## src/rtl/mpu_pkg.sv

```systemverilog
package mpu_pkg;
  typedef enum logic [1:0] {
    MODE_OFF = 2'b00,
    MODE_8V  = 2'b01,
    MODE_9F  = 2'b10,
    MODE_9V  = 2'b11
  } mode_e;

  function automatic logic is_nine(input logic [1:0] m);
    return m[1];
  endfunction
endpackage

```

## src/rtl/mpu_baud.sv

```systemverilog
module mpu_baud
  import mpu_pkg::*;
(
  input  logic       clk_i,
  input  logic       rst_ni,
  input  logic [1:0] mode_i,
  input  logic       dbl_i,
  input  logic       tick_ext_i,
  output logic       tick_o
);
  logic div_q;

  always_ff @(posedge clk_i or negedge rst_ni) begin
    if (!rst_ni) div_q <= 1'b0;
    else         div_q <= ~div_q;
  end

  always_comb begin
    unique case (mode_e'(mode_i))
      MODE_9F:  tick_o = dbl_i ? 1'b1 : div_q;
      MODE_OFF: tick_o = 1'b0;
      default:  tick_o = tick_ext_i;
    endcase
  end

  // fixed divide without doubling never ticks on two cycles in a row
  p_fixed_div_r12: assert property (@(posedge clk_i) disable iff (!rst_ni)
    (mode_i == 2'b10 && !dbl_i && tick_o && $stable(mode_i) && $stable(dbl_i))
      |=> (!tick_o || mode_i != 2'b10 || dbl_i));
endmodule

```

## src/rtl/mpu_tx.sv

```systemverilog
module mpu_tx #(
  parameter int DW  = 8,
  parameter int OSR = 16
) (
  input  logic          clk_i,
  input  logic          rst_ni,
  input  logic          en_i,
  input  logic          nine_i,
  input  logic          tick_i,
  input  logic          load_i,
  input  logic [DW-1:0] data_i,
  input  logic          bit8_i,
  output logic          txd_o,
  output logic          ti_set_o
);
  localparam int FW = DW + 3;
  localparam int BW = $clog2(FW + 1);
  localparam int CW = $clog2(OSR);

  logic [FW-1:0] sh_q;
  logic [BW-1:0] left_q;
  logic [CW-1:0] tcnt_q;
  logic          busy_q;
  logic          bit_end;

  assign bit_end  = busy_q && tick_i && (tcnt_q == CW'(OSR - 1));
  assign ti_set_o = bit_end && (left_q == BW'(2));
  assign txd_o    = busy_q ? sh_q[0] : 1'b1;

  always_ff @(posedge clk_i or negedge rst_ni) begin
    if (!rst_ni) begin
      sh_q   <= '1;
      left_q <= '0;
      tcnt_q <= '0;
      busy_q <= 1'b0;
    end else if (!busy_q) begin
      if (load_i && en_i) begin
        sh_q   <= {1'b1, (nine_i ? bit8_i : 1'b1), data_i, 1'b0};
        left_q <= nine_i ? BW'(FW) : BW'(FW - 1);
        tcnt_q <= '0;
        busy_q <= 1'b1;
      end
    end else if (tick_i) begin
      if (bit_end) begin
        tcnt_q <= '0;
        sh_q   <= {1'b1, sh_q[FW-1:1]};
        left_q <= left_q - BW'(1);
        if (left_q == BW'(1)) busy_q <= 1'b0;
      end else begin
        tcnt_q <= tcnt_q + CW'(1);
      end
    end
  end

  // an accepted load drives the start bit on the next cycle
  p_start_bit_r2: assert property (@(posedge clk_i) disable iff (!rst_ni)
    (load_i && en_i && !busy_q) |=> (busy_q && !txd_o));
  // a load during a frame leaves the remaining bit count alone
  p_load_ignored_r5: assert property (@(posedge clk_i) disable iff (!rst_ni)
    (busy_q && load_i && !tick_i) |=> $stable(left_q));
endmodule

```

## src/rtl/mpu_rx.sv

```systemverilog
module mpu_rx #(
  parameter int DW  = 8,
  parameter int OSR = 16
) (
  input  logic          clk_i,
  input  logic          rst_ni,
  input  logic          en_i,
  input  logic          nine_i,
  input  logic          tick_i,
  input  logic          rxd_i,
  output logic          done_o,
  output logic [DW-1:0] data_o,
  output logic          bit8_o,
  output logic          stop_o
);
  localparam int CW  = $clog2(OSR);
  localparam int IW  = $clog2(DW + 3);
  localparam int MID = OSR / 2 - 1;

  logic          s1_q, s2_q, prev_q, busy_q;
  logic [CW-1:0] cnt_q;
  logic [IW-1:0] idx_q;
  logic [IW-1:0] last_idx;

  assign last_idx = nine_i ? IW'(DW + 2) : IW'(DW + 1);

  always_ff @(posedge clk_i or negedge rst_ni) begin
    if (!rst_ni) begin
      s1_q <= 1'b1; s2_q <= 1'b1;
    end else begin
      s1_q <= rxd_i; s2_q <= s1_q;
    end
  end

  always_ff @(posedge clk_i or negedge rst_ni) begin
    if (!rst_ni) begin
      prev_q <= 1'b1;
      busy_q <= 1'b0;
      cnt_q  <= '0;
      idx_q  <= '0;
      done_o <= 1'b0;
      data_o <= '0;
      bit8_o <= 1'b0;
      stop_o <= 1'b1;
    end else begin
      done_o <= 1'b0;
      if (!en_i) begin
        busy_q <= 1'b0;
        prev_q <= 1'b1;
      end else if (tick_i) begin
        if (!busy_q) begin
          prev_q <= s2_q;
          if (prev_q && !s2_q) begin
            busy_q <= 1'b1;
            cnt_q  <= '0;
            idx_q  <= '0;
          end
        end else begin
          cnt_q <= (cnt_q == CW'(OSR - 1)) ? '0 : cnt_q + CW'(1);
          if (cnt_q == CW'(MID)) begin
            if (idx_q == last_idx) begin
              stop_o <= s2_q;
              if (!nine_i) bit8_o <= s2_q;
              done_o <= 1'b1;
              busy_q <= 1'b0;
              prev_q <= s2_q;
            end else if (idx_q == '0) begin
              if (s2_q) begin  // glitch, not a start bit
                busy_q <= 1'b0;
                prev_q <= 1'b1;
              end else idx_q <= idx_q + IW'(1);
            end else if (idx_q == IW'(DW + 1)) begin
              bit8_o <= s2_q;
              idx_q  <= idx_q + IW'(1);
            end else begin
              data_o <= {s2_q, data_o[DW-1:1]};
              idx_q  <= idx_q + IW'(1);
            end
          end
        end
      end
    end
  end

  // a disabled receiver reports no frame
  p_no_done_disabled_r13: assert property (@(posedge clk_i) disable iff (!rst_ni)
    (!en_i) |=> !done_o);
endmodule

```

## src/rtl/mpu_addr.sv

```systemverilog
module mpu_addr #(
  parameter int DW = 8
) (
  input  logic [DW-1:0] rx_i,
  input  logic [DW-1:0] saddr_i,
  input  logic [DW-1:0] mask_i,
  output logic          hit_o
);
  logic [DW-1:0] bcast;
  logic          own_hit, bc_hit;

  assign bcast   = saddr_i | mask_i;
  assign own_hit = ((rx_i ^ saddr_i) & mask_i) == '0;
  assign bc_hit  = (rx_i & bcast) == bcast;
  assign hit_o   = own_hit | bc_hit;
endmodule

```

## src/rtl/mpu_uart.sv

```systemverilog
module mpu_uart
  import mpu_pkg::*;
#(
  parameter int DW  = 8,
  parameter int OSR = 16
) (
  input  logic          clk_i,
  input  logic          rst_ni,
  input  logic          tick16_i,
  input  logic [1:0]    mode_i,
  input  logic          dbl_i,
  input  logic          rx_en_i,
  input  logic          mp_en_i,
  input  logic          tx_bit8_i,
  input  logic [DW-1:0] tx_data_i,
  input  logic          tx_load_i,
  input  logic          clr_ti_i,
  input  logic          clr_ri_i,
  input  logic          clr_fe_i,
  input  logic [DW-1:0] slave_addr_i,
  input  logic [DW-1:0] addr_mask_i,
  input  logic          rxd_i,
  output logic          txd_o,
  output logic          ti_o,
  output logic          ri_o,
  output logic          fe_o,
  output logic [DW-1:0] rx_data_o,
  output logic          rx_bit8_o
);
  logic          tick, nine, ti_set;
  logic          rx_done, rx_b8, rx_stop, hit, accept;
  logic [DW-1:0] rx_byte;

  assign nine = is_nine(mode_i);

  mpu_baud u_baud (
    .clk_i, .rst_ni, .mode_i, .dbl_i,
    .tick_ext_i(tick16_i), .tick_o(tick)
  );

  mpu_tx #(.DW(DW), .OSR(OSR)) u_tx (
    .clk_i, .rst_ni, .en_i(mode_i != 2'b00), .nine_i(nine), .tick_i(tick),
    .load_i(tx_load_i), .data_i(tx_data_i), .bit8_i(tx_bit8_i),
    .txd_o, .ti_set_o(ti_set)
  );

  mpu_rx #(.DW(DW), .OSR(OSR)) u_rx (
    .clk_i, .rst_ni, .en_i(rx_en_i && mode_i != 2'b00), .nine_i(nine),
    .tick_i(tick), .rxd_i, .done_o(rx_done), .data_o(rx_byte),
    .bit8_o(rx_b8), .stop_o(rx_stop)
  );

  mpu_addr #(.DW(DW)) u_addr (
    .rx_i(rx_byte), .saddr_i(slave_addr_i), .mask_i(addr_mask_i), .hit_o(hit)
  );

  assign accept = rx_done && !ri_o && (!mp_en_i || (rx_b8 && (!nine || hit)));

  always_ff @(posedge clk_i or negedge rst_ni) begin
    if (!rst_ni) begin
      ti_o      <= 1'b0;
      ri_o      <= 1'b0;
      fe_o      <= 1'b0;
      rx_data_o <= '0;
      rx_bit8_o <= 1'b0;
    end else begin
      if (ti_set)        ti_o <= 1'b1;
      else if (clr_ti_i) ti_o <= 1'b0;
      if (accept) begin
        ri_o      <= 1'b1;
        rx_data_o <= rx_byte;
        rx_bit8_o <= rx_b8;
      end else if (clr_ri_i) ri_o <= 1'b0;
      if (rx_done && !rx_stop) fe_o <= 1'b1;
      else if (clr_fe_i)       fe_o <= 1'b0;
    end
  end

  // TI holds until cleared
  p_ti_sticky_r4: assert property (@(posedge clk_i) disable iff (!rst_ni)
    (ti_o && !clr_ti_i) |=> ti_o);
  // while RI is held the received data does not move
  p_ri_holds_data_r8: assert property (@(posedge clk_i) disable iff (!rst_ni)
    (ri_o && !clr_ri_i) |=> (ri_o && $stable(rx_data_o)));
  // framing flag holds until cleared
  p_fe_sticky_r7: assert property (@(posedge clk_i) disable iff (!rst_ni)
    (fe_o && !clr_fe_i) |=> fe_o);
  // a data frame under filtering never raises RI
  p_mp_reject_r9: assert property (@(posedge clk_i) disable iff (!rst_ni)
    (rx_done && mp_en_i && !rx_b8 && !ri_o) |=> !ri_o);
endmodule

```

## config.mk

```make
export PLATFORM = sky130hd
export DESIGN_NAME = mpu_uart
export DESIGN_NICKNAME = d
export VERILOG_FILES = /design/src/rtl/mpu_pkg.sv /design/src/rtl/mpu_baud.sv /design/src/rtl/mpu_tx.sv /design/src/rtl/mpu_rx.sv /design/src/rtl/mpu_addr.sv /design/src/rtl/mpu_uart.sv
export SDC_FILE = /design/constraint.sdc
export NUM_CORES = 1
export LEC_CHECK = 0
export BUFFER_PORTS_ARGS = -buffer_cell sky130_fd_sc_hd__buf_4
export CORE_MARGIN = 10
export CORE_UTILIZATION = 50
export DETAILED_ROUTE_END_ITERATION = 10
export GPL_ROUTABILITY_DRIVEN = 0
export PLACE_DENSITY = 0.75
export SLEW_MARGIN = 20
export SYNTH_ARGS = -nofsm -noshare
export SYNTH_HDL_FRONTEND = slang
export SYNTH_HIERARCHICAL = 1
export SYNTH_SLANG_ARGS = --single-unit
```

## constraint.sdc

```tcl
create_clock -name clk_i -period 1.8 [get_ports clk_i]
set_input_delay 0.09 -clock clk_i [delete_from_list [all_inputs] [get_ports clk_i]]
set_output_delay 0.09 -clock clk_i [all_outputs]
set_load 0.05 [all_outputs]
```

Word-level counts from Yosys, hierarchy flattened
Index checks and enable logic that the tools add are counted.
{ "word_totals": {"ff_bits": 56, "out_inout_bits": 13, "word_cells": 149} }
{ "classes": {"add_sub_neg": 4, "n_eq_ne": 20, "muxes": 61, "bitwise": 9, "n_reduce_logical": 35} }
{ "op_table": {"columns": ["cell", "n"], "rows": [
  ["two-way mux 4 bit", 16],
  ["two-way mux 11 bit", 4],
  ["two-way mux 1 bit", 39],
  ["bitwise AND 8 bit", 2],
  ["AND reduction 7 bit", 2],
  ["nonzero test 2 bit", 7],
  ["adder 4 x 1 -> 4 bit (second input constant)", 3],
  ["== test 4 bit (second input constant)", 3],
  ["logical AND 1 bit", 10],
  ["!= test 2 bit (second input constant)", 5],
  ["== test 8 bit", 1],
  ["zero test 8 bit", 1],
  ["!= test 4 bit (second input constant)", 2],
  ["OR 8 bit", 1],
  ["XOR 8 bit", 1],
  ["!= test 3 bit (second input constant)", 2],
  ["AND reduction 3 bit", 2],
  ["AND reduction 6 bit", 1],
  ["zero test 1 bit", 5],
  ["AND reduction 5 bit", 1],
  ["== test 4 x 1 -> 1 bit (second input constant)", 1],
  ["== test 4 x 2 -> 1 bit (second input constant)", 1],
  ["== test 4 x 3 -> 1 bit (second input constant)", 1],
  ["== test 4 bit", 1],
  ["other kinds (12)", 17]
]} }

Logic depth before layout (Yosys ltp)
Gate-level depths: netlist (run 1).
{ "logic_depth": {"ltp_word": 9, "ltp_mapped": 7, "mapped_depth_nobuf": 7} }

Modules after synthesis
Netlist (run 1), hierarchy kept.
{ "modules_own_cells": {"columns": ["module", "n_inst", "cells_per_inst", "area_per_inst_um2", "seq_area_each_um2"], "rows": [
  ["mpu_rx", 1, 105, 1178.6, 580.6],
  ["mpu_tx", 1, 98, 1034.7, 488.0],
  ["mpu_uart", 1, 33, 485.5, 300.3],
  ["mpu_addr", 1, 26, 186.4, 0.0],
  ["mpu_baud", 1, 5, 42.5, 25.0]
]} }

Worst setup path after synthesis (run 1)
No wires, ideal clock.
{ "synth_timing": {"path_kind": "register to register", "start": "register u_baud.div_q", "end": "register u_rx.data_o[0]", "setup_time_ps": 127, "t_arrival_ps": 1822, "required_ps": 1673, "slack_ps": -150, "path_stages_with_launch": 8, "period_less_slack_ps": 1950, "cell_sequence": "dfrtp_1 o21ai_1 o21ai_1 nand3_1 a211oi_1 o21a_1 buf_4 mux2_1"} }
{ "synth_via": {"elab_chain_cells": 3} }
{ "synth_rtl": {"columns": ["item", "line_no", "text"], "rows": [
  ["from (decl)", "mpu_baud.sv:11", "logic div_q;"],
  ["from (signal assigned)", "mpu_baud.sv:15", "else div_q <= ~div_q;"],
  ["two-way mux 1 bit", "mpu_baud.sv:20", "MODE_9F: tick_o = dbl_i ? 1'b1 : div_q;"],
  ["one-hot mux 1 bit (2 select lines)", "mpu_baud.sv:19", "unique case (mode_e'(mode_i))"],
  ["named net tick", "mpu_uart.sv:30", "logic tick, nine, ti_set;"],
  ["AND reduction 7 bit (no source line)", null, null],
  ["to (signal assigned)", "mpu_rx.sv:76", "data_o <= {s2_q, data_o[DW-1:1]};"],
  ["to (decl)", "mpu_rx.sv:12", "output logic [DW-1:0] data_o,"]
]} }
The timed path passes the listed nets, and every way through them passes these cells.
A chain may end at the register's enable or synchronous reset.

Final worst setup path (run 1)
{ "layout_timing": {"start": "register u_rx.data_o[6]", "end": "register rx_data_o[6]"} }
{ "layout_via": {"elab_chain_cells": 8, "elab_cells_between_ends": 10} }
{ "layout_rtl": {"columns": ["item", "line_no", "text"], "rows": [
  ["XOR 8 bit", "mpu_addr.sv:13", "assign own_hit = ((rx_i ^ saddr_i) & mask_i) == '0;"],
  ["bitwise AND 8 bit", "mpu_addr.sv:13", null],
  ["zero test 8 bit", "mpu_addr.sv:13", null],
  ["OR 1 bit (*)", "mpu_addr.sv:15", "assign hit_o = own_hit | bc_hit;"],
  ["named net hit", "mpu_uart.sv:31", "logic rx_done, rx_b8, rx_stop, hit, accept;"],
  ["logical OR 1 bit (*)", "mpu_uart.sv:57", "assign accept = rx_done && !ri_o && (!mp_en_i || (rx_b8 && (!nine || hit)));"],
  ["logical AND 1 bit (*)", "mpu_uart.sv:57", null],
  ["logical OR 1 bit (*)", "mpu_uart.sv:57", null],
  ["logical AND 1 bit (*)", "mpu_uart.sv:57", null],
  ["to (signal assigned)", "mpu_uart.sv:71", "rx_data_o <= rx_byte;"],
  ["to (decl)", "mpu_uart.sv:27", "output logic [DW-1:0] rx_data_o,"]
]} }
The timed path passes the listed nets; every way through them passes the cells marked *.

==> results of run 1 <==
## layout make-up
class / instances / area [µm²]
sequential: 55 / 1390
timing repair buffer: 85 / 668
fill: 431 / 1770
tap: 72 / 90.1
clock buffer: 6 / 82.6
multi-input combinational: 193 / 1550
clock inverter: 2 / 16.3
inverter: 12 / 45.0
## power by group through the flow
| stage | Clock (mW) | Combinational [mW] | Sequential [mW] |
|---|---|---|---|
| after floorplan | 0 | 0.411 | 1.60 |
| after global placement | 0 | 0.602 | 1.62 |
| after detailed placement | 0 | 0.622 | 1.63 |
| after CTS | 0.741 | 0.635 | 1.61 |
| after global routing | 0.791 | 0.749 | 1.65 |
| final | 0.727 | 0.657 | 1.62 |
## metrics by stage
step           TNS, ns  cells  cell area (µm²)  hold WS (ns)
2_1_floorplan        0    267             2930        -0.206
3_3_place_gp   -0.0174    405             3520         0.180
3_5_place_dp    -0.691    405             3520         0.180
4_1_cts         -0.467    421             3710        0.0294
5_1_grt          -2.33    425             3840        0.0341
6_report        -0.979    425             3840        0.0332
## per-layer routing
layer,part of all wire (%),global-route usage [%]
met2,53,28.1
met4,0.72,3.63
met1,42,18.8
met3,4.3,3.47
met5,0,0
## worst max-delay path by stage
stage                         from              to  slack (ns)
CTS                 u_rx/data_o[2]    rx_data_o[6]       -0.09
global route        u_rx/data_o[6]    rx_data_o[6]       -0.24
floorplan             u_baud/div_q  u_rx/data_o[0]        0.04
global placement    u_rx/data_o[2]    rx_data_o[6]      -0.003
finish              u_rx/data_o[6]    rx_data_o[6]       -0.15
detailed placement  u_rx/data_o[2]    rx_data_o[6]       -0.09
## logic make-up after synthesis
group | count (synthesis) | synth area share (%)
AOI/OAI and AO/OA | 74 | 18.2
xor gates and xnor gates | 9 | 2.69
adders and majority gates | 8 | 3.42
buffers and inverters | 20 | 4.02
DFF | 55 | 47.6
muxes | 20 | 7.65
and+or+nand+nor | 81 | 16.4
## layout by cell type (no fill, tap or decap), drive strengths merged, types with 6 or more instances in the layout
cell,count
buf,81
dfrtp,41
nor2,23
mux2,19
a21oi,16
nand2,16
o21ai,15
dfstp,14
inv,12
nand3,11
o32ai,9
xor2,8
ha,8
clkbuf,6
## state kept, by name, summed over array words and instances, names as in the netlist, 4 cells and up
| register | count |
|---|---|
| rx_data_o | 8 |
| u_rx/idx_q | 4 |
| u_tx/sh_q | 10 |
| u_tx/left_q | 4 |
| u_rx/cnt_q | 4 |
| u_rx/data_o | 8 |
| u_tx/tcnt_q | 4 |
## worst max-delay path: stages, from the launching register on
cell	delay (ns)
dfrtp_1	0.41
xor2_1	0.17
a22oi_1	0.19
nand4_1	0.14
o31ai_2	0.09
nand3b_1	0.25
o2111ai_4	0.23
mux2_4	0.35
## repair_timing
item / 4_1_cts / 5_1_grt
endpoints found under the hold margin: 44 / 0
resized for setup: 3 / 22
cloned: 1 / 0
endpoints found under the setup margin: 9 / 20
pin swaps: 6 / 5
hold buffers: 4 / 0
setup buffers: 3 / 4
==> impl_metrics.csv, run 1 <==
group,metric,value,unit
floorplanning,floorplan.die.width,96.5,µm
pwr,power.static_leakage,1.77,nW
routing,via_per_inst,5.69,
placed_design,pre_cts_slack,-0.0888,ns
grt,globalRoute.totalOverflow,0,
pwr,power_per_cell_area,781,mW/mm²
grt,grt_first_pass_wirelength,11.8,mm
job,timing.max_cap.violations,0,
floorplanning,starting_density_of_the_core,52.2,%
sta,rsz0062_at_grt,"true",
clock_network,clock_tree.buffer_depth,2,
sta,drv_slew,0,
worst_hold_path,timing.hold.worst_endpoint,"u_tx/sh_q[9]",
worst_setup_path,crit-reg2reg-launch,"u_rx/data_o[6]",
pwr,p_clk_share,24.2,%
clock_network,cts_tree,"yes",
routing,avgRoutedWirePerCell,17.3,µm
yosys,synth.top_cell.area_share,35.0,%
worst_hold_path,worst_min_path_class,"primary input to register",
sta,worst_slew_margin_rel,55.1,%
grt,grt_start_max_net_pins,56,
yosys,ys_warn_count,6,
worst_setup_path,timing.reg2reg.worst_path_depth,7,
grt,grt_use_total,15.7,%
worst_hold_path,min-delay-start,"tx_bit8_i",
sta,timing_worst_slew_pin_value,0.674,ns
yosys,synth_area_per_cell,11.0,µm²
yosys,synth_sequential_area_ratio,47.6,%
sta,setup_violations,9,
sta,max_freq,513,MHz
pwr,p_switching,0.896,mW
floorplanning,die-area,0.00932,mm²
routing,remaining_drc_errors,0,
yosys,dominantRegCellSynth,"dfrtp_1",
yosys,synthesis.area,0.00293,mm²
clock_network,cts_sinks,55,
worst_setup_path,r2r-end,"rx_data_o[6]",
worst_setup_path,crit_required,2.00,ns
pwr,pwr-share-seq,53.9,%
pwr,total_power,3.00,mW
clock_network,clk-insertion-delay-late,0.31,ns
routing,drt_pre_antenna_iters,5,
worst_setup_path,type_of_element_capturing_the_critical_path,"register",
pwr,vdd_ir_drop_max,534,µV
floorplanning,coreArea,0.00561,mm²
outcome,result_of_the_run,"finished, violations left",
routing,routed_wire_length,7.34,mm
pwr,internal-power,2.10,mW
floorplanning,die_height,96.5,µm
yosys,netlist_top_cells_count,"dfrtp_1, nor2_1, a21oi_1, nand2_1, dfstp_2",
worst_setup_path,r2r_setup_slack,-0.15,ns
floorplanning,design.portCount,51,
worst_setup_path,crit_type,"register to register",
sta,final_min_period_over_clock_period,108,%
sta,final_hold_viol_count,0,
placed_design,place_hpwl,5.24,mm
worst_hold_path,timing.hold.worst_path_depth,3,
yosys,synth_async_sr_flop_share,100,%
yosys,synth_top_area_cell,"dfrtp_1",
cells_and_area,layout-drive-gt1-share,43.1,%
worst_setup_path,cp.arrival,2.15,ns
clock_network,path_clk_slew,0.10,ns
routing,drt_first_iter_violations,94,
yosys,synth.ff_latch_count,55,
grt,antenna_found_initial,0,
cells_and_area,antenna_cells,0,
pwr,netSwitchingFraction,29.9,%
sta,setup_slack,-0.149,ns
outcome,violations,"setup timing",
yosys,syn-num-nets,313,
placed_design,port-buffer-count,50,
sta,fin_crit,1.95,ns
floorplanning,core.rowCount,27,
worst_setup_path,startpoint_type,"register",
routing,detail-route-antenna-nets,0,
cells_and_area,fin_util,68.5,%
yosys,count_leader_synth,"dfrtp_1",
pwr,power.share.combinational,21.9,%
yosys,post_synth_main_area_contributors,"dfrtp_1, dfstp_2, mux2_2",
cells_and_area,flow.area_growth_from_synthesis,31.2,%
yosys,postSynthCellCount,267,
clock_network,cts_buffers,5,
yosys,synth_enable_flop_cells,0,
cells_and_area,fin_nets,398,
routing,num_vias,2420,
clock_network,root_buffer,"clkbuf_8",
worst_setup_path,crit_path_max_fanout,5,
clock_network,clock_tree.htree_level_count,2,
yosys,synth_cell_type_count,61,
sta,worst_clock_skew,0.00794,ns
grt,number_of_global_route_vias_before_repair,2490,
Note: power is estimated with default switching activity, not from simulation.
==> run 2, diff against run 1 <==
--- a/config.mk
+++ b/config.mk
@@ -7,8 +7,9 @@
 export LEC_CHECK = 0
+export ABC_AREA = 1
 export BUFFER_PORTS_ARGS = -buffer_cell sky130_fd_sc_hd__buf_4
 export CORE_MARGIN = 10
-export CORE_UTILIZATION = 50
+export CORE_UTILIZATION = 51
 export DETAILED_ROUTE_END_ITERATION = 10
 export GPL_ROUTABILITY_DRIVEN = 0
-export PLACE_DENSITY = 0.75
+export PLACE_DENSITY = 0.76
 export SLEW_MARGIN = 20
==> constraint.sdc (replaced) <==
create_clock -name clk_i -period 1.8 [get_ports clk_i]
set_input_delay 0.27 -clock clk_i [delete_from_list [all_inputs] [get_ports clk_i]]
set_output_delay 0.27 -clock clk_i [all_outputs]
set_load 0.05 [all_outputs]
==> impl_metrics.csv, run 2 <==
group,metric,value,unit
outcome,result_of_the_run,"finished, final reports clean",
sta,setup_violations,0,
worst_setup_path,crit_type,"register to register",
yosys,synth_area_per_cell,7.67,µm²
worst_setup_path,startpoint_type,"register",
sta,tns,0,ns
job,timing.max_cap.violations,0,
grt,grt_use_total,13.6,%
cells_and_area,top_register,"u_tx/sh_q",
sta,final_hold_viol_count,0,
routing,remaining_drc_errors,0,
yosys,count_leader_synth,"nand2_1",
placed_design,place_hpwl,5.12,mm
cells_and_area,most_used_cells_in_the_layout_excluding_fill_and_tap_cells,"nand2_1, buf_4, inv_1",
floorplanning,coreArea,0.00592,mm²
placed_design,port-buffer-count,50,
routing,drt_first_iter_violations,180,
yosys,synthesis.area,0.00310,mm²
cells_and_area,fin_nets,503,
floorplanning,floorplan.die.width,97.9,µm
routing,routed_wire_length,6.60,mm
grt,antenna_found_initial,0,
yosys,netlist_top_cells_count,"nand2_1, inv_1, nand3_1, dfrtp_1, o21ai_0",
sta,rsz0062_at_grt,"false",
routing,drt_pre_antenna_iters,4,
grt,grt_first_pass_wirelength,11.4,mm
yosys,synth_sequential_area_ratio,45.0,%
clock_network,clock_tree.buffer_depth,2,
sta,timing_worst_slew_pin_value,0.691,ns
yosys,synth_cell_type_count,33,
sta,drv_slew,0,
cells_and_area,register_area,0.00139,mm²
cells_and_area,flow.area_growth_from_synthesis,16.9,%
yosys,synth_top_area_cell,"dfrtp_1",
pwr,power.static_leakage,1.95,nW
sta,fin_crit,1.61,ns
yosys,synth.top_cell.area_share,33.1,%
cells_and_area,layout-drive-gt1-share,22.1,%
cells_and_area,registers_with_the_highest_flip_flop_counts,"u_tx/sh_q: 10 flops, rx_data_o: 8 flops, u_rx/data_o: 8 flops",
clock_network,path_clk_slew,0.09,ns
clock_network,cts_buffers,5,
cells_and_area,antenna_cells,0,
cells_and_area,multi_input_comb_area,0.00146,mm²
clock_network,clk-insertion-delay-late,0.30,ns
clock_network,cts_tree,"yes",
placed_design,dpl.cell_count,525,
cells_and_area,most_common_cell_after_layout_fill_and_taps_aside,"nand2_1",
yosys,syn-num-nets,450,
routing,detail-route-antenna-nets,0,
yosys,synth.ff_latch_count,55,
floorplanning,die_height,97.9,µm
worst_hold_path,worst_min_path_class,"primary input to async pin",
worst_setup_path,type_of_element_capturing_the_critical_path,"register",
clock_network,cts_sinks,55,
routing,num_vias,2656,
floorplanning,core.rowCount,28,
clock_network,clock_tree.htree_level_count,2,
yosys,postSynthCellCount,404,
clock_network,postCtsSetupRepairBufs,0,
cells_and_area,num-fill-cells,538,
worst_setup_path,crit_required,1.99,ns
clock_network,post_cts_resized,0,
clock_network,hold_buffers,0,
yosys,ys_warn_count,6,
cells_and_area,final_cells,533,
grt,globalRoute.totalOverflow,0,
grt,number_of_global_route_vias_before_repair,2491,
placed_design,pre_cts_slack,0.165,ns
floorplanning,design.portCount,51,
sta,final_min_period_over_clock_period,89.4,%
sta,setup_slack,0.192,ns
routing,via_per_inst,4.98,
cells_and_area,largest_register_ffs,10,
routing,avgRoutedWirePerCell,12.4,µm
yosys,post_synth_main_area_contributors,"dfrtp_1, nand2_1, dfstp_2",
floorplanning,starting_density_of_the_core,52.3,%
pwr,power_per_cell_area,834,mW/mm²
clock_network,root_buffer,"clkbuf_8",
sta,max_freq,622,MHz
yosys,synth_enable_flop_cells,0,
worst_setup_path,crit_path_max_fanout,4,
pwr,vdd_ir_drop_max,495,µV
floorplanning,die-area,0.00959,mm²
sta,worst_slew_margin_rel,53.9,%
worst_setup_path,cp.arrival,1.80,ns
grt,grt_start_max_net_pins,56,
yosys,dominantRegCellSynth,"dfrtp_1",
yosys,synth_async_sr_flop_share,100,%
sta,worst_clock_skew,0.00508,ns
==> run 2: critical path: stages, from the launching register on <==
cell	delay, ns
dfrtp_1	0.40
ha_1	0.18
nand2_1	0.07
inv_1	0.08
nand2_1	0.10
o21ai_0	0.40
nand2_2	0.14
nand2_1	0.08
nand2_1	0.05
==> run 2: routing by layer <==
layer  up-vias  track usage, %  wire length [µm]
met1      1215            18.1              3070
met5         -               0                 0
met4         0            3.24                87
li1       1376               -                 -
met3        10            2.75               287
met2        55            22.0              3160
==> run 2: path summary, 6_finish.rpt <==
| check | startpoint | endpoint | slack, ns | depth (start not counted) |
|---|---|---|---|---|
| worst min register to register | u_rx/s1_q | u_rx/s2_q | 0.36 | 0 |
| max in group asynchronous | rst_ni | fe_o | 1.33 | 1 |
| min in group clk_i | rxd_i | u_rx/s1_q | 0.07 | 1 |
| worst min-delay path | rst_ni | rx_data_o[2] | 0.001 | 1 |
| worst max register to register | u_rx/cnt_q[1] | u_rx/idx_q[3] | 0.19 | 8 |
| worst max-delay path | u_rx/cnt_q[1] | u_rx/idx_q[3] | 0.19 | 8 |
==> run 2: area by class of cell <==
| class | instances | share of cell area [%] |
|---|---|---|
| inverter | 53 | 5.56 |
| clock inverter | 3 | 0.415 |
| sequential | 55 | 38.5 |
| tap | 75 | 2.59 |
| timing repair buffer | 52 | 10.8 |
| multi-input combinational | 290 | 40.3 |
| clock buffer | 5 | 1.90 |
==> run 2: cells by family after synthesis <==
kind of cell / Yosys count / share of synthesized area, %
AND/OR/NAND/NOR: 241 / 36.0
AO/OA/AOI/OAI: 38 / 6.99
buffers and inverters: 59 / 7.96
adder cells (fa/ha/maj): 8 / 3.23
XOR/XNOR: 3 / 0.848
flip-flops: 55 / 45.0
==> run 2: power by group <==
| part | switching, mW | total [mW] | internal (mW) | leakage, nW |
|---|---|---|---|---|
| sequential | 0.153 | 1.66 | 1.50 | 0.678 |
| clock | 0.382 | 0.649 | 0.268 | 0.0477 |
| combinational | 0.408 | 0.716 | 0.308 | 1.23 |
| total | 0.942 | 3.02 | 2.08 | 1.95 |
==> run 2: metrics by stage <==
step	cell area, µm²	total power, mW	utilization [%]	hold WS (ns)
2_1_floorplan	3100	2.16	-	-0.0256
3_3_place_gp	3540	2.36	59.7	0.346
3_5_place_dp	3540	2.40	59.7	0.348
4_1_cts	3620	3.05	61.2	0.0248
5_1_grt	3620	3.25	61.2	0.0460
6_report	3620	3.02	61.2	0.00130
